[config.mk]
export PLATFORM = sky130hd
export DESIGN_NAME = frac_bclk_div
export DESIGN_NICKNAME = d
export VERILOG_FILES = /design/src/rtl/frac_bclk_div.sv
export SDC_FILE = /design/constraint.sdc
export NUM_CORES = 1
export LEC_CHECK = 0
export CAP_MARGIN = 20
export CORE_MARGIN = 4
export CORE_UTILIZATION = 45
export DETAILED_ROUTE_END_ITERATION = 8
export PLACE_DENSITY = 0.7
export SETUP_SLACK_MARGIN = 0.4
export SLEW_MARGIN = 20
export SYNTH_ARGS = -nofsm -noshare
export SYNTH_HDL_FRONTEND = slang
export SYNTH_SLANG_ARGS = --single-unit
[constraint.sdc]
create_clock -name clk -period 3.26 [get_ports clk]
set_clock_uncertainty 0.05 [all_clocks]
set_input_delay 0.489 -clock clk [delete_from_list [all_inputs] [get_ports clk]]
set_output_delay 0.489 -clock clk [all_outputs]
set_load 0.1 [all_outputs]
[src/rtl/frac_bclk_div.sv]
module frac_bclk_div #(
  parameter int INT_W  = 10,
  parameter int FRAC_W = 9
) (
  input  logic              clk,
  input  logic              rst_n,
  input  logic [INT_W-1:0]  div_int,
  input  logic [FRAC_W-1:0] div_frac,
  input  logic              clk_en,
  input  logic              slave_mode,
  output logic              bclk_o,
  output logic              edge_tick_o
);
  localparam int LEN_W = INT_W + 1;

  logic [LEN_W-1:0]  cnt_q;
  logic [FRAC_W-1:0] acc_q;
  logic              run_q;

  wire              active   = clk_en & ~slave_mode;
  wire [FRAC_W:0]   sum      = {1'b0, acc_q} + {1'b0, div_frac};
  wire [INT_W-1:0]  base     = (div_int < INT_W'(2)) ? INT_W'(2) : div_int;
  wire [LEN_W-1:0]  len      = {1'b0, base} + LEN_W'(sum[FRAC_W]);
  wire              boundary = ~run_q | (cnt_q == '0);

  always_ff @(posedge clk or negedge rst_n) begin
    if (!rst_n) begin
      cnt_q       <= '0;
      acc_q       <= '0;
      run_q       <= 1'b0;
      bclk_o      <= 1'b0;
      edge_tick_o <= 1'b0;
    end else if (!active) begin
      cnt_q       <= '0;
      acc_q       <= '0;
      run_q       <= 1'b0;
      bclk_o      <= 1'b0;
      edge_tick_o <= 1'b0;
    end else if (boundary) begin
      cnt_q       <= len - LEN_W'(1);
      acc_q       <= sum[FRAC_W-1:0];
      run_q       <= 1'b1;
      bclk_o      <= run_q ? ~bclk_o : bclk_o;
      edge_tick_o <= run_q;
    end else begin
      cnt_q       <= cnt_q - LEN_W'(1);
      edge_tick_o <= 1'b0;
    end
  end


  idle_low_chk: assert property (@(posedge clk) disable iff (!rst_n)
    !active |=> (!bclk_o && !edge_tick_o));


  tick_marks_edge_chk: assert property (@(posedge clk) disable iff (!rst_n)
    edge_tick_o |-> (bclk_o != $past(bclk_o)));


  edge_has_tick_chk: assert property (@(posedge clk) disable iff (!rst_n)
    (bclk_o != $past(bclk_o)) |-> (edge_tick_o || !bclk_o));


  half_unaltered_chk: assert property (@(posedge clk) disable iff (!rst_n)
    (active && run_q && cnt_q != '0) |=> (!run_q || cnt_q == $past(cnt_q) - LEN_W'(1)));


  acc_hold_chk: assert property (@(posedge clk) disable iff (!rst_n)
    (active && run_q && cnt_q != '0) |=> (!run_q || acc_q == $past(acc_q)));
endmodule

==> results of run 1 <==
## cells in the final DEF, fill, tap and decap left out, types with 2 or more instances in the layout
cell type and instances:
a211oi_1 7, a21o_1 2, a21oi_1 12, a311oi_1 3, and3_1 2, buf_4 22, clkbuf_4 3, clkdlybuf4s50_1 17
dfrtp_1 23, dlymetal6s2s_1 5, ha_1 5, ha_2 3, ha_4 4, inv_1 4, nand2_1 22, nand2b_1 4
nor2_1 18, nor3_1 2, nor3b_1 2, nor4_1 4, nor4_4 2, o211ai_1 2, o21ai_0 5, o21ai_2 2
o311ai_0 2, o31ai_1 3, or3_1 3, xnor2_1 5, xor2_1 13
## layer usage
| metal | vias to the layer above | track usage, % |
|---|---|---|
| met5 | - | 0 |
| met4 | 0 | 7.69 |
| met3 | 9 | 1.64 |
| met2 | 55 | 33.0 |
| met1 | 755 | 26.4 |
| li1 | 751 | - |
## cell families (layout without fill, tap and decap cells)
group,after synthesis,count (layout)
multiplexers,1,1
AO/OA/AOI/OAI,47,47
adder cells (fa/ha/maj),13,13
AND/OR/NAND/NOR,70,70
flip-flops,23,23
buffers and inverters,10,53
XOR/XNOR,18,18
## final cells by class
type / instances / area (um2) / share of cell area [%]
Multi-Input combinational cell: 149 / 1160 / 51.8
Sequential cell: 23 / 576 / 25.7
Timing Repair Buffer: 45 / 407 / 18.1
Tap cell: 46 / 57.6 / 2.57
Clock buffer: 4 / 26.3 / 1.17
Inverter: 4 / 15.0 / 0.670
## flip-flops by register name (all words and copies together) (netlist names)
register	cells
acc_q	9
edge_tick_o	1
run_q	1
cnt_q	11
bclk_o	1
## worst min-delay path by stage
stage	start	end	slack (ns)	cells after the start
2_1_floorplan	rst_n	acc_q[0]	0.14	0
4_1_cts	rst_n	acc_q[8]	0.46	2
5_1_grt	rst_n	acc_q[6]	0.49	2
6_report	rst_n	acc_q[4]	0.46	2
3_5_place_dp	acc_q[7]	acc_q[7]	0.45	2
3_3_place_gp	acc_q[7]	acc_q[7]	0.44	2
## worst reg2reg max path: cells and delay by family (launching register included)
kind | cells | cell delay [ns]
adders and majority gates | 2 | 0.49
DFF | 1 | 0.46
AOI/OAI and AO/OA | 5 | 1.01
and+or+nand+nor | 2 | 0.46
buffers and inverters | 2 | 0.21
## metrics by stage
step	hold slack [ns]	cells	worst slack (ns)	power [mW]
floorplan	0.143	182	0.487	0.477
finish	0.455	271	0.474	0.748
global route	0.491	271	0.358	0.788
global placement	0.439	261	-0.0657	0.563
CTS	0.465	267	0.418	0.727
detailed placement	0.448	261	-0.234	0.570
## power by group through the flow
stage          Combinational (mW)  Sequential [mW]  Clock (mW)
2_1_floorplan               0.153            0.324           0
3_3_place_gp                0.240            0.323           0
3_5_place_dp                0.246            0.325           0
4_1_cts                     0.265            0.320       0.142
5_1_grt                     0.317            0.323       0.148
6_report                    0.288            0.321       0.139
## timing repair
item                                    4_1_cts  5_1_grt
resized for setup                            15       18
endpoints found under the setup margin        8        8
hold buffers                                  0        0
setup buffers                                 2        4
pin swaps                                    10       10
==> reports/qor.yml, run 1 <==
grt_use_total_pct: 19.7
data_arrival_time_at_the_worst_slack_endpoint_ns: 2.97
share_seq_of_total_power_pct: 43.0
path_cells: "clkdlybuf4s50_1, ha_1, a21oi_4, o211ai_1, a31o_2, a21oi_2, ha_2, buf_4, buf_4, nand3_2, or3_1, a311oi_1"
ir_drop_uv: 137
cell_class_contributing_the_biggest_share_of_worst_path_delay: "compound AO/OA/AOI/OAI gates"
critical_path_buf_inv_count: 3
timing.critical_path.from_type: "input pin"
cts_root_buf: "clkbuf_4"
clock_tree.buffer_depth: 2
netlist.top_cell.by_area: "dfrtp_1"
path_depth: 12
finalSetupTns_ns: 0
timing.reg2reg.setup_slack_ns: 0.50
cell_internal_pwr_mw: 0.493
antenna_found_initial: 0
floorplan.core_area_um2: 3420
postSynthRegisterBits: 23
clk_pin_slew_ns: 0.13
timing.critical_path.from: "div_frac[5]"
post_synth_mux_area_share_pct: 0.693
numPortBuffers: 24
final_net_count: 262
cp.required_ns: 3.44
drt_first_iter_violations: 71
power.density_cell_area_nw_per_um2: 333
rows: 21
worstMarginPinSlew_ns: 0.961
synth_xor_xnor_area_share_pct: 9.71
dr.pass1.iters: 6
setup_crit_end_kind: "register"
cp_max_fo: 3
initial_core_utilization_pct: 47.5
cts-buffers-inserted: 3
synth_fa_ha_area_share_pct: 10.5
wl_met1_mm: 1.88
route.detailed.wl_per_inst_um: 15.8
timing.critical_path.slowest_cell_delay_ns: 0.40
result_of_the_run: "completed"
die_height_um: 68.1
maxSlewViolCount: 0
clock_share_of_power_pct: 18.5
final_core_util_pct: 65.6
detail_route.vias_per_cell: 5.79
sequential_share_of_the_synthesized_area_pct: 35.4
tritoncts_clock_tree: "yes"
place.gp.congestion: 0.851
detailedPlacementHpwl_mm: 2.94
flow.area_growth_from_synthesis_pct: 38.1
fp.dieArea_um2: 4630
route.met2.wl_mm: 2.07
synth_area_um2: 1620
placed_cell_area_um2: 2010
synth_simple_gate_area_share_pct: 21.6
topRoutingLayerUsed: "met4"
slowest_library_cell_on_the_worst_path: "clkdlybuf4s50_1"
worstSetupPathType: "in -> reg"
setup_crit_end: "cnt_q[7]"
die_width_um: 68.1
vias_in_the_first_global_route: 1509
timing.max_cap.violations: 0
cts.sinks: 23
insertion_delay_ns: 0.32
critPathMostFrequentCell: "buf_4"
final_antenna_net_count: 0
setup-violations-final: 0
async_flop_share_pct: 100
post_route_cells_drive_above_1_share_pct: 22.2
cellLeakagePower_nw: 1.01
layout_worst_path_cycle_share_pct: 85.5
portion_of_total_power_attributed_to_combinational_logic_pct: 38.5
global_route.overflow_total: 0
netSwitchingFraction_pct: 34.1
io_pins: 25
ys_top_cells_by_area: "dfrtp_1 (35%), ha_1 (9.2%), xor2_1 (7.0%), nand2_1 (5.1%), nor2_1 (4.4%)"
synthMostInstantiatedCell: "dfrtp_1"
worstRegToRegCells: 11
final_area_um2: 2240
route.vias.total: 1570
finalWirelength_mm: 4.28
layout.filler_cells: 284
p_sw_mw: 0.255
drc: 0
timing.hold.worst.class: "in -> async"
grt_pass1_wl_mm: 6.87
max_slew_margin_pct: 35.7
max_clock_freq_ghz: 0.359
synth_commonest_cells: "dfrtp_1 (23), nand2_1 (22), nor2_1 (19)"
yosysTopAreaCellShare_pct: 35.4
synth_edf_count: 0
dominant_synthesized_flop_cell: "dfrtp_1"
finalHoldViolations: 0
combinational_family_with_the_most_area_after_synthesis: "simple AND/OR/NAND/NOR gates"
met3_length_um: 232
syn_inst: 182
grt_max_degree: 24
synthDistinctLibCells: 36
postSynthAreaPerCell_um2: 8.92
nets_in_the_synthesized_netlist: 218
worst_r2r_endpoint: "cnt_q[7]"
insertedDiodeCount: 0
ys.warnings.count: 0
final_period_minus_worst_setup_slack_ns: 2.79
reg2reg_from: "acc_q[1]"
htree_num_levels: 1
synth_compound_area_share_pct: 19.3
setup_repair_after_global_routing_missed_its_margin: "no"
No activity file was read; power rests on OpenSTA's default activity.
==> inputs of run 2 (changes only) <==
- CORE_MARGIN: 4 -> 8
==> reports/qor.yml, run 2 (synthesis results as in run 1) <==
drc: 0  # unchanged
layout_worst_path_cycle_share_pct: 85.9  # +0.47 points
largest-register: "cnt_q"
clock_tree.buffer_depth: 2  # unchanged
timing.hold.worst.class: "in -> async"
route.vias.total: 1491  # -5.0%
ir_drop_uv: 171  # +25%
rows: 22  # +4.8%
insertion_delay_ns: 0.32  # about the same
timing.critical_path.from_type: "input pin"
largest_reg_flops: 11  # unchanged
highest_count_cells_in_the_layout_ignoring_fill_and_taps: "dfrtp_1 (23), nand2_1 (22), clkdlybuf4s50_1 (22), nor2_1 (19), buf_4 (17)"
worstMarginPinSlew_ns: 0.968  # +0.00664 ns
setup_repair_after_global_routing_missed_its_margin: "yes"
multiInputGateArea_um2: 1110  # -4.2%
die_height_um: 76.1  # +12%
route.detailed.wl_per_inst_um: 15.4  # -2.5%
setup_crit_end: "cnt_q[8]"
worstRegToRegCells: 12  # +1
grt_pass1_wl_mm: 7.03  # +2.3%
setup_crit_end_kind: "register"
reg.largest.list: "cnt_q x11, acc_q x9"
worst_slack_on_hold_paths_ns: 0.446  # -0.00926 ns
timing.reg2reg.setup_slack_ns: 0.59  # +0.09 ns
timing.max_cap.violations: 0  # unchanged
power.density_cell_area_nw_per_um2: 339  # +1.6%
final_area_um2: 2150  # -4.2%
placed_cell_area_um2: 2010  # +0.12%
worst_r2r_endpoint: "cnt_q[8]"
final_net_count: 257  # -1.9%
drt_first_iter_violations: 80  # +13%
detail_route.vias_per_cell: 5.56  # -4.0%
clk_pin_slew_ns: 0.14  # about the same
total_power_mw: 0.727  # -2.7%
initial_core_utilization_pct: 45.7  # -1.8 points
insertedDiodeCount: 0  # unchanged
cts.sinks: 23  # unchanged
finalHoldViolations: 0  # unchanged
mostFrequentLayoutCell: "dfrtp_1"
grt_max_degree: 24  # unchanged
result_of_the_run: "completed"
vias_in_the_first_global_route: 1530  # +1.4%
finalWirelength_mm: 4.13  # -3.6%
maxSlewViolCount: 0  # unchanged
htree_num_levels: 1  # unchanged
flow.area_growth_from_synthesis_pct: 32.2
grt_use_total_pct: 14.4  # -5.3 points
cts_root_buf: "clkbuf_4"
timing.critical_path.from: "div_frac[6]"
cp.required_ns: 3.45  # about the same
reg2reg_from: "acc_q[1]"
max_clock_freq_ghz: 0.357  # -0.55%
cp_max_fo: 4  # +1
floorplan.core_area_um2: 3550  # +4.0%
setup-violations-final: 0  # unchanged
cts-buffers-inserted: 3  # unchanged
die_width_um: 76.1  # +12%
fp.dieArea_um2: 5790  # +25%
final_period_minus_worst_setup_slack_ns: 2.80  # +0.0155 ns
cellLeakagePower_nw: 0.942  # -6.6%
numPortBuffers: 24  # unchanged
post-place-cells: 263  # +0.77%
max_slew_margin_pct: 35.3  # -0.44 points
io_pins: 25  # unchanged
finalSetupTns_ns: 0  # unchanged
global_route.overflow_total: 0  # unchanged
antenna_found_initial: 0  # unchanged
tritoncts_clock_tree: "yes"
layout.area.seq_um2: 576  # unchanged
dr.pass1.iters: 4  # -2
data_arrival_time_at_the_worst_slack_endpoint_ns: 2.99  # +0.02 ns
final_antenna_net_count: 0  # unchanged
layout.cells.non_filler: 268  # -1.1%
place.gp.congestion: 0.872  # +2.5%
post_route_cells_drive_above_1_share_pct: 17.3  # -4.9 points
detailedPlacementHpwl_mm: 2.94  # about the same
layout.filler_cells: 315  # +11%
worstSetupPathType: "in -> reg"
run 2: changes by cell type in the layout (fill, tap and decap cells not counted), sizes merged:
cell / previous run / this run
buf: 22 / 17
clkbuf: 4 / 3
dlymetal6s2s: 5 / 0
clkinv: 0 / 1
clkdlybuf4s50: 17 / 22
run 2: how the worst min path moves through the flow:
stage                to  cells after the start      from
2_1_floorplan  acc_q[0]                      0     rst_n
3_5_place_dp   acc_q[7]                      2  acc_q[7]
6_report       acc_q[4]                      2     rst_n
4_1_cts        acc_q[6]                      2     rst_n
5_1_grt        acc_q[6]                      2     rst_n
3_3_place_gp   acc_q[7]                      2  acc_q[7]
run 2: layer usage:
layer / vias to the layer above / share of wire (%) / global-route usage [%]
met5: - / 0 / 0
li1: 746 / - / -
met3: 4 / 2.9 / 2.48
met2: 30 / 48 / 23.8
met1: 711 / 48 / 18.1
met4: 0 / 1.2 / 5.77
run 2: final cells by class:
class	instances	area share (%)
Tap cell	48	2.80
Sequential cell	23	26.8
Multi-Input combinational cell	149	51.8
Clock buffer	3	1.05
Clock inverter	1	0.233
Timing Repair Buffer	40	16.6
Inverter	4	0.699
run 2: repair_timing:
action,CTS,global route
pin swaps,4,9
hold endpoints to repair,0,0
setup endpoints to repair,5,7
setup buffers,1,0
gates resized for setup,13,8
hold buffers,0,0
run 2: power by group:
part	switching, mW	internal [mW]
Combinational	0.138	0.132
Clock	0.0919	0.0460
Sequential	0.0176	0.302
Total	0.247	0.480
run 2: worst max-delay path, cell delays in order:
cell,delay (ns)
clkdlybuf4s50_1,0.41
ha_1,0.31
buf_4,0.15
nand2_1,0.06
o21ai_1,0.09
a31o_2,0.27
a21oi_2,0.14
ha_2,0.21
ha_4,0.15
nand2b_4,0.09
nor3b_4,0.20
xor2_1,0.17
nor2_1,0.05
a211oi_1,0.20
run 2: metrics by stage:
| step | worst slack [ns] | util (%) |
|---|---|---|
| CTS | 0.405 | 59.0 |
| global route | 0.315 | 60.5 |
| global placement | -0.0942 | 56.6 |
| floorplan | 0.487 | - |
| detailed placement | -0.268 | 56.6 |
| finish | 0.458 | 60.5 |
